`src/rtl/lbist_pkg.sv`:
```
package lbist_pkg;

   typedef enum logic [1:0] {
      ST_IDLE = 2'd0,
      ST_RUN  = 2'd1,
      ST_END  = 2'd2
   } run_state_t;

endpackage

```
`src/rtl/lbist_seq_ctrl.sv`:
```
module lbist_seq_ctrl
   import lbist_pkg::*;
#(
   parameter int CNT_W = 12
) (
   input  logic             clk,
   input  logic             rst_n,
   input  logic             start_i,
   input  logic [CNT_W-1:0] count_i,
   output logic             launch_o,
   output logic             run_o,
   output logic             end_o
);

   localparam logic [CNT_W-1:0] ONE  = {{(CNT_W-1){1'b0}}, 1'b1};
   localparam logic [CNT_W-1:0] ZERO = '0;

   run_state_t       state_q;
   logic [CNT_W-1:0] left_q;
   logic             accept;

   assign accept   = start_i && (state_q != ST_RUN);
   assign launch_o = accept && (count_i != ZERO);
   assign run_o    = (state_q == ST_RUN);
   assign end_o    = (state_q == ST_END);

   always_ff @(posedge clk or negedge rst_n) begin
      if (!rst_n) begin
         state_q <= ST_IDLE;
         left_q  <= ZERO;
      end else if (accept) begin
         left_q  <= count_i;
         state_q <= (count_i == ZERO) ? ST_END : ST_RUN;
      end else if (state_q == ST_RUN) begin
         left_q <= left_q - ONE;
         if (left_q == ONE) begin
            state_q <= ST_END;
         end
      end
   end

endmodule

```
`src/rtl/lbist_galois_lfsr.sv`:
```
module lbist_galois_lfsr #(
   parameter int          W    = 20,
   parameter logic [W-1:0] MASK = 20'h90000,
   parameter logic [W-1:0] SEED = 20'h00001
) (
   input  logic         clk,
   input  logic         rst_n,
   input  logic         load_i,
   input  logic         step_i,
   output logic [W-1:0] state_o
);

   logic [W-1:0] state_q;
   logic [W-1:0] shifted;
   logic [W-1:0] next_state;

   if (SEED == '0) begin : g_bad_seed
      $error("lbist_galois_lfsr: seed must be nonzero");
   end
   if (MASK[W-1] != 1'b1) begin : g_bad_mask
      $error("lbist_galois_lfsr: mask must include the top term");
   end

   assign shifted    = state_q >> 1;
   assign next_state = state_q[0] ? (shifted ^ MASK) : shifted;
   assign state_o    = state_q;

   always_ff @(posedge clk or negedge rst_n) begin
      if (!rst_n) begin
         state_q <= SEED;
      end else if (load_i) begin
         state_q <= SEED;
      end else if (step_i) begin
         state_q <= next_state;
      end
   end

endmodule

```
`src/rtl/lbist_constraint_gen.sv`:
```
module lbist_constraint_gen #(
   parameter int SEL_W    = 4,
   parameter int HOLD_LEN = 16
) (
   input  logic             clk,
   input  logic             rst_n,
   input  logic             restart_i,
   input  logic             advance_i,
   output logic [SEL_W-1:0] sel_o
);

   localparam int               PH_W      = (HOLD_LEN > 1) ? $clog2(HOLD_LEN) : 1;
   localparam logic [PH_W-1:0]  PH_LAST   = PH_W'(HOLD_LEN - 1);
   localparam logic [SEL_W-1:0] WIDE_CODE = '1;
   localparam logic [SEL_W-1:0] LAST_CODE = SEL_W'((2 ** SEL_W) - 2);
   localparam logic [SEL_W-1:0] SEL_ONE   = {{(SEL_W-1){1'b0}}, 1'b1};

   if (HOLD_LEN < 2 || (HOLD_LEN & (HOLD_LEN - 1)) != 0) begin : g_bad_hold
      $error("lbist_constraint_gen: HOLD_LEN must be a power of two >= 2");
   end
   if (SEL_W < 2) begin : g_bad_sel
      $error("lbist_constraint_gen: SEL_W must be at least 2");
   end

   logic [PH_W-1:0]  phase_q;
   logic [SEL_W-1:0] step_q;
   logic             slot_open;

   assign slot_open = (phase_q == PH_LAST);
   assign sel_o     = slot_open ? step_q : WIDE_CODE;

   always_ff @(posedge clk or negedge rst_n) begin
      if (!rst_n) begin
         phase_q <= '0;
         step_q  <= '0;
      end else if (restart_i) begin
         phase_q <= '0;
         step_q  <= '0;
      end else if (advance_i) begin
         phase_q <= phase_q + PH_W'(1);
         if (slot_open) begin
            step_q <= (step_q == LAST_CODE) ? '0 : (step_q + SEL_ONE);
         end
      end
   end

endmodule

```
`src/rtl/lbist_port_fill.sv`:
```
module lbist_port_fill #(
   parameter int SRC_W = 20,
   parameter int DST_W = 50
) (
   input  logic [SRC_W-1:0] src_i,
   output logic [DST_W-1:0] dst_o
);

   if (DST_W < 1 || SRC_W < 1) begin : g_bad_w
      $error("lbist_port_fill: widths must be positive");
   end

   if (DST_W <= SRC_W) begin : g_slice
      assign dst_o = src_i[DST_W-1:0];
   end else begin : g_repl
      for (genvar i = 0; i < DST_W; i++) begin : g_bit
         assign dst_o[i] = src_i[i % SRC_W];
      end
   end

endmodule

```
`src/rtl/lbist_stim_gen.sv`:
```
module lbist_stim_gen #(
   parameter int              CNT_W    = 12,
   parameter int              LFSR_W   = 20,
   parameter logic [LFSR_W-1:0] LFSR_MASK = 20'h90000,
   parameter logic [LFSR_W-1:0] LFSR_SEED = 20'h00001,
   parameter int              SEL_W    = 4,
   parameter int              HOLD_LEN = 16,
   parameter int              A_W      = 54,
   parameter int              B_W      = 53,
   parameter int              C_W      = 45
) (
   input  logic             clk,
   input  logic             rst_n,
   input  logic             start_i,
   input  logic [CNT_W-1:0] count_i,
   output logic             test_en_o,
   output logic             done_o,
   output logic [A_W-1:0]   stim_a_o,
   output logic [B_W-1:0]   stim_b_o,
   output logic [C_W-1:0]   stim_c_o
);

   localparam int A_BODY = A_W - SEL_W;
   localparam int B_BODY = B_W - SEL_W;

   if (A_BODY < 1 || B_BODY < 1) begin : g_bad_ports
      $error("lbist_stim_gen: constrained ports must be wider than the select field");
   end
   if (CNT_W < 1) begin : g_bad_cnt
      $error("lbist_stim_gen: CNT_W must be positive");
   end

   logic              launch;
   logic              running;
   logic [LFSR_W-1:0] rnd;
   logic [SEL_W-1:0]  sel;
   logic [A_BODY-1:0] a_body;
   logic [B_BODY-1:0] b_body;
   logic [C_W-1:0]    c_body;

   lbist_seq_ctrl #(.CNT_W(CNT_W)) u_ctrl (
      .clk      (clk),
      .rst_n    (rst_n),
      .start_i  (start_i),
      .count_i  (count_i),
      .launch_o (launch),
      .run_o    (running),
      .end_o    (done_o)
   );

   lbist_galois_lfsr #(.W(LFSR_W), .MASK(LFSR_MASK), .SEED(LFSR_SEED)) u_lfsr (
      .clk     (clk),
      .rst_n   (rst_n),
      .load_i  (launch),
      .step_i  (running),
      .state_o (rnd)
   );

   lbist_constraint_gen #(.SEL_W(SEL_W), .HOLD_LEN(HOLD_LEN)) u_cgen (
      .clk       (clk),
      .rst_n     (rst_n),
      .restart_i (launch),
      .advance_i (running),
      .sel_o     (sel)
   );

   lbist_port_fill #(.SRC_W(LFSR_W), .DST_W(A_BODY)) u_fill_a (.src_i(rnd), .dst_o(a_body));
   lbist_port_fill #(.SRC_W(LFSR_W), .DST_W(B_BODY)) u_fill_b (.src_i(rnd), .dst_o(b_body));
   lbist_port_fill #(.SRC_W(LFSR_W), .DST_W(C_W))    u_fill_c (.src_i(rnd), .dst_o(c_body));

   assign test_en_o = running;
   assign stim_a_o  = running ? {sel, a_body} : '0;
   assign stim_b_o  = running ? {sel, b_body} : '0;
   assign stim_c_o  = running ? c_body : '0;

endmodule

```
`config.mk`:
```
export PLATFORM = sky130hd
export DESIGN_NAME = lbist_stim_gen
export DESIGN_NICKNAME = d
export VERILOG_FILES = /design/src/rtl/lbist_pkg.sv /design/src/rtl/lbist_seq_ctrl.sv /design/src/rtl/lbist_galois_lfsr.sv /design/src/rtl/lbist_constraint_gen.sv /design/src/rtl/lbist_port_fill.sv /design/src/rtl/lbist_stim_gen.sv
export SDC_FILE = /design/constraint.sdc
export NUM_CORES = 1
export LEC_CHECK = 0
export BUFFER_PORTS_ARGS = -buffer_cell sky130_fd_sc_hd__buf_2
export CORE_ASPECT_RATIO = 0.75
export CORE_MARGIN = 2
export CORE_UTILIZATION = 31
export DETAILED_ROUTE_END_ITERATION = 7
export GPL_ROUTABILITY_DRIVEN = 0
export PLACE_DENSITY = 0.63
export SYNTH_ARGS = -nofsm -noshare
export SYNTH_HDL_FRONTEND = slang
export SYNTH_SLANG_ARGS = --single-unit
```
`constraint.sdc`:
```
create_clock -name clk -period 1.95 [get_ports clk]
set_input_delay 0.195 -clock clk [delete_from_list [all_inputs] [get_ports clk]]
set_output_delay 0.195 -clock clk [all_outputs]
set_load 0.01 [all_outputs]
```
Word level (Yosys, flattened, before mapping)
Index checks and enable logic that the tools add are counted.
{"block": "word_totals", "ff_bits": 42, "inputBits": 15, "elab_cells": 44}
{"block": "op_classes", "addsub": 3, "n_eq_ne": 6, "n_mux": 19, "bitwise": 1, "reduce_logical": 10}
{"op": "two-way mux 20 bit", "count": 3}
{"op": "two-way mux 54 bit", "count": 1}
{"op": "two-way mux 53 bit", "count": 1}
{"op": "two-way mux 45 bit", "count": 1}
{"op": "two-way mux 4 bit", "count": 7}
{"op": "two-way mux 12 bit", "count": 2}
{"op": "equality test 12 x 1 -> 1 bit, second input constant", "count": 1}
{"op": "zero test 12 bit", "count": 1}
{"op": "nonzero test 12 bit", "count": 1}
{"op": "subtractor 12 x 1 -> 12 bit, second input constant", "count": 1}
{"op": "adder 4 x 1 -> 4 bit, second input constant", "count": 2}
{"op": "equality test 4 bit, second input constant", "count": 2}
{"op": "two-way mux 2 bit", "count": 4}
{"op": "nonzero test 2 bit", "count": 4}
{"op": "AND reduction 2 bit", "count": 2}
{"op": "equality test 2 x 1 -> 1 bit, second input constant", "count": 1}
{"op": "equality test 2 bit, second input constant", "count": 1}
{"op": "logical AND 1 bit", "count": 2}
{"op": "inequality test 2 x 1 -> 1 bit, second input constant", "count": 1}
{"op": "inverter 1 -> 2 bit", "count": 1}

Logic depth before layout (Yosys ltp)
{"block": "depth", "depth_word": 5, "mapped_depth": 7}

Modules after synthesis
From an unflattened synthesis, not the netlist that was laid out.
{"block": "unflattened", "cells_unflattened": 516, "area_unflattened_um2": 4332.9}
{"mod": "lbist_stim_gen", "n_inst": 1, "cells_each": 168, "area_each_um2": 1119.8, "seq_area_each_um2": 0.0}
{"mod": "lbist_seq_ctrl", "n_inst": 1, "cells_each": 94, "area_each_um2": 855.8, "seq_area_each_um2": 350.3}
{"mod": "lbist_galois_lfsr", "n_inst": 1, "cells_each": 65, "area_each_um2": 824.5, "seq_area_each_um2": 501.7}
{"mod": "lbist_constraint_gen", "n_inst": 1, "cells_each": 45, "area_each_um2": 451.7, "seq_area_each_um2": 200.2}
{"mod": "lbist_port_fill (u_fill_a)", "n_inst": 1, "cells_each": 50, "area_each_um2": 375.4, "seq_area_each_um2": 0.0}
{"mod": "lbist_port_fill (u_fill_b)", "n_inst": 1, "cells_each": 49, "area_each_um2": 367.9, "seq_area_each_um2": 0.0}
{"mod": "lbist_port_fill (u_fill_c)", "n_inst": 1, "cells_each": 45, "area_each_um2": 337.8, "seq_area_each_um2": 0.0}

Worst setup path before layout
OpenSTA, ideal clock, no wires.
{"block": "synth_timing", "path_type": "reg2out", "startpoint": "reg u_ctrl.state_q[1]", "endpoint": "out stim_a_o[38]", "arrival_ps": 1581, "path_slack_ps": 174, "path_stages_with_launch": 7, "n_path_buf": 3, "cell_sequence": "dfrtp_1 -> nand2b_1 -> buf_4 -> inv_2 -> clkbuf_1 -> and2_1 -> buf_4"}
{"block": "synth_via", "elab_chain_len": 2}
{"item": "from (decl)", "line_no": "lbist_seq_ctrl.sv:18", "text": "run_state_t state_q;"}
{"item": "from (signal assigned)", "line_no": "lbist_seq_ctrl.sv:33", "text": "state_q <= (count_i == ZERO) ? ST_END : ST_RUN;"}
{"item": "equality test 2 x 1 -> 1 bit", "line_no": "lbist_seq_ctrl.sv:24", "text": "assign run_o = (state_q == ST_RUN);"}
{"item": "net test_en_o", "line_no": "lbist_stim_gen.sv:16", "text": "output logic test_en_o,"}
{"item": "two-way mux 54 bit", "line_no": "lbist_stim_gen.sv:72", "text": "assign stim_a_o = running ? {sel, a_body} : '0;"}
{"item": "to (decl)", "line_no": "lbist_stim_gen.sv:18", "text": "output logic [A_W-1:0] stim_a_o,"}
The timed path passes the listed nets, and every way through them passes these cells.

Final worst setup path
{"block": "layout_timing", "startpoint": "reg u_ctrl.state_q[1]", "endpoint": "out stim_b_o[37]"}
{"block": "layout_via", "elab_chain_len": 2}
{"item": "equality test 2 x 1 -> 1 bit", "line_no": "lbist_seq_ctrl.sv:24"}
{"item": "two-way mux 53 bit", "line_no": "lbist_stim_gen.sv:73", "text": "assign stim_b_o = running ? {sel, b_body} : '0;"}
{"item": "to (decl)", "line_no": "lbist_stim_gen.sv:19", "text": "output logic [B_W-1:0] stim_b_o,"}
No other way between the ends.

==> results.md <==
- Status: complete, no violations
- Post-synth ARST share: 100%
- CORE AREA: 9660 um2
- Via density: 4.36
- Final period utilization: 93.6%
- PortBufs: 168
- Kind of critical path: reg -> out
- Synth Area in Adders: 2.04%
- TritonCTS clock tree: done
- GRT Residual Overflow: 0
- H-tree Lvls: 2
- Crit-path cells: nand2b_1 > inv_4 > buf_12 > and2_1 > buf_2
- Inst Count DP: 510
- Wirelength per Cell: 12.0 um
- Global-route wire length before repair: 9.87 mm
- Hold Crit Class: in -> reg
- Worst slew pin tran: 0.655 ns
- Layout area overhead: 9.16%
- Highest net fanout along the worst path: 25
- Hold Fails Final Rpt: 0
- CP Capture Type: output port
- Total number of vias: 2264
- Post-synthesis sequential area ratio: 34.2%
- CP delay by family, top: simple AND/OR/NAND/NOR gates
- Gate Count Post-Synth: 338
- Leading cell type in the layout, fill and taps excluded: buf_2
- Clk pin slew, worst setup/hold paths: 0.06 ns
- Max-slew headroom: 56.4%
- Ys flop type: dfrtp_1
- Peak VDD IR: 0.424 mV
- Slowest CP cell: dfrtp_1
- Power density over cell area: 1510 nW/um2
- CP max stage delay: 0.37 ns
- Peak Freq: 548 MHz
- Crit path DAT: 1.63 ns
- Vias in the first global route: 1893
- Net Count, Synth: 358
- LEAKAGE: 2.10 nW
- Largest net degree at the start of global routing: 30
- Total track usage: 11.5%
- Xor/xnor share of the synthesized area: 0.855%
- Bufs on Longest Clock Path: 2
- Fin Setup TNS: 0 ns
- CTS Buf Count: 5
- WP data required: 1.75 ns
- Max-cap violations: 0
- Post-synthesis mux area share: 0.692%
- Non-Filler Instances: 519
- Synth unique cells: 46
- WP buf/inv: 3
- Clock Latency Late Sink: 0.28 ns
- RSZ-0062 raised after global routing: no
- Clk_skew: 0.00286 ns
- # rows: 31
- Die height: 90.2 um
- DRC Markers: 0
- Synthesized area: 3070 um2
- Most frequent cells in the layout: buf_2, dfrtp_1, nor2_1
- Routed WL: 6.25 mm
- Hpwl dp: 4.90 mm
- Synthesis Warnings: 0
- Crit path time final: 1.83 ns
- Post-synthesis compound-gate area fraction: 13.1%
- Sink Count: 42
- # nets final: 406
- Simple-Gate Fraction of Synth Area: 15.7%
- # IOs: 169
- DIE WIDTH: 119 um
- Iteration count of the initial detailed-routing pass: 4
- Initial antenna violation count: 0
- # Post-CTS Setup Buffers: 0
- Ant. Diodes: 0
- Final setup viols: 0
- Worst setup SP type: flip-flop
- Clock root buffer: clkbuf_16
- Main combinational cell family by area after synthesis: buffers and inverters
- Initial core utilization: 31.8%
- Number of flops mapped to enable cells by yosys: 0
- Max-slew violations: 0
- FF+latch count, synth: 42
- Post-route ant nets: 0
- Share of layout cells above drive strength 1: 54.3%
- Die Footprint: 10700 um2
- Drt first-iter violations: 64
- Syn Area/Cell: 9.10 um2
[per-stage QoR]
step	worst slack (ns)	total power, mW	utilization, %	cell area, um2	hold WS [ns]
2_1_floorplan	0.174	3.82	-	3070	-0.101
3_3_place_gp	0.251	4.11	32.7	3160	0.252
3_5_place_dp	0.192	4.15	32.7	3160	0.268
4_1_cts	0.00813	5.10	34.5	3340	0.172
5_1_grt	0.00105	5.45	34.7	3360	0.181
6_report	0.125	5.06	34.7	3360	0.176
[sequential cells by signal, indices dropped and copies added, names as in the netlist]
| name | flops |
|---|---|
| u_lfsr.state_o | 20 |
| u_ctrl.state_q | 2 |
| u_cgen.phase_q | 4 |
| u_cgen.step_q | 4 |
| u_ctrl.left_q | 12 |
[kinds of logic (layout without fill, tap and decap cells)]
family,Yosys count,after routing
and+or+nand+nor,85,85
muxes,2,2
DFF,42,42
buffers and inverters,144,193
xor gates and xnor gates,3,3
adders and majority gates,5,5
AOI/OAI and AO/OA,57,57
[synth_stat cells, types with 2 or more instances]
cell | n | area [um2]
a211oi_1 | 7 | 52.6
a21o_1 | 20 | 150
a21oi_1 | 11 | 55.1
a221o_1 | 2 | 20.0
a311oi_1 | 3 | 26.3
and2_1 | 21 | 131
buf_2 | 2 | 10.0
buf_4 | 129 | 968
clkbuf_1 | 6 | 22.5
dfrtp_1 | 41 | 1030
ha_1 | 5 | 62.6
inv_1 | 6 | 22.5
nand2_1 | 14 | 52.6
nand2b_1 | 2 | 12.5
nand3_1 | 2 | 10.0
nand4bb_1 | 2 | 22.5
nor2_1 | 22 | 82.6
nor3_1 | 2 | 10.0
nor4_1 | 4 | 25.0
o21ai_0 | 8 | 40.0
or3_1 | 3 | 18.8
xor2_1 | 2 | 17.5
[layout make-up]
type / instances / area (um2)
Clock buffer: 7 / 133
Clock inverter: 1 / 30.0
Fill cell: 991 / 6300
Inverter: 7 / 28.8
Multi-Input combinational cell: 152 / 1020
Sequential cell: 42 / 1050
Tap cell: 132 / 165
Timing Repair Buffer: 178 / 931
[routing by layer]
metal	global-route usage (%)	routed length, um	vias to the layer above
met4	4.86	103	0
met3	2.47	412	8
met2	18.3	2840	107
met5	0	0	-
li1	-	-	1100
met1	15.0	2890	1049
[what timing repair did]
item,in CTS,in global routing
setup endpoints to repair,27,123
pin swaps,0,0
hold endpoints to repair,27,0
resized for setup,3,15
hold buffers,1,0
[worst reg2reg max path, stage by stage (launching register included)]
cell,delay [ns]
dfrtp_1,0.37
nand2b_1,0.24
buf_4,0.23
or2_1,0.31
or3b_1,0.37
a21oi_1,0.16
[path summary, 6_finish.rpt]
| check | depth (start not counted) | end | from | slack (ns) |
|---|---|---|---|---|
| worst max-delay path | 5 | stim_b_o[37] | u_ctrl.state_q[1]$_DFFE_PN0P_ | 0.12 |
| min in group asynchronous | 2 | u_cgen.step_q[2]$_DFFE_PN0P_ | rst_n | 0.49 |
| worst min register to register | 1 | u_lfsr.state_o[1]$_DFFE_PN0P_ | u_lfsr.state_o[1]$_DFFE_PN0P_ | 0.47 |
| max in group asynchronous | 3 | u_ctrl.left_q[10]$_DFFE_PN0P_ | rst_n | 0.80 |
| worst min-delay path | 2 | u_ctrl.left_q[6]$_DFFE_PN0P_ | count_i[6] | 0.18 |
| worst max register to register | 5 | u_cgen.step_q[2]$_DFFE_PN0P_ | u_ctrl.state_q[1]$_DFFE_PN0P_ | 0.19 |
[power by group]
group	internal, mW	switching (mW)
clock	0.605	0.316
combinational	1.15	1.54
sequential	1.20	0.241
(Power assumes the default switching activity.)
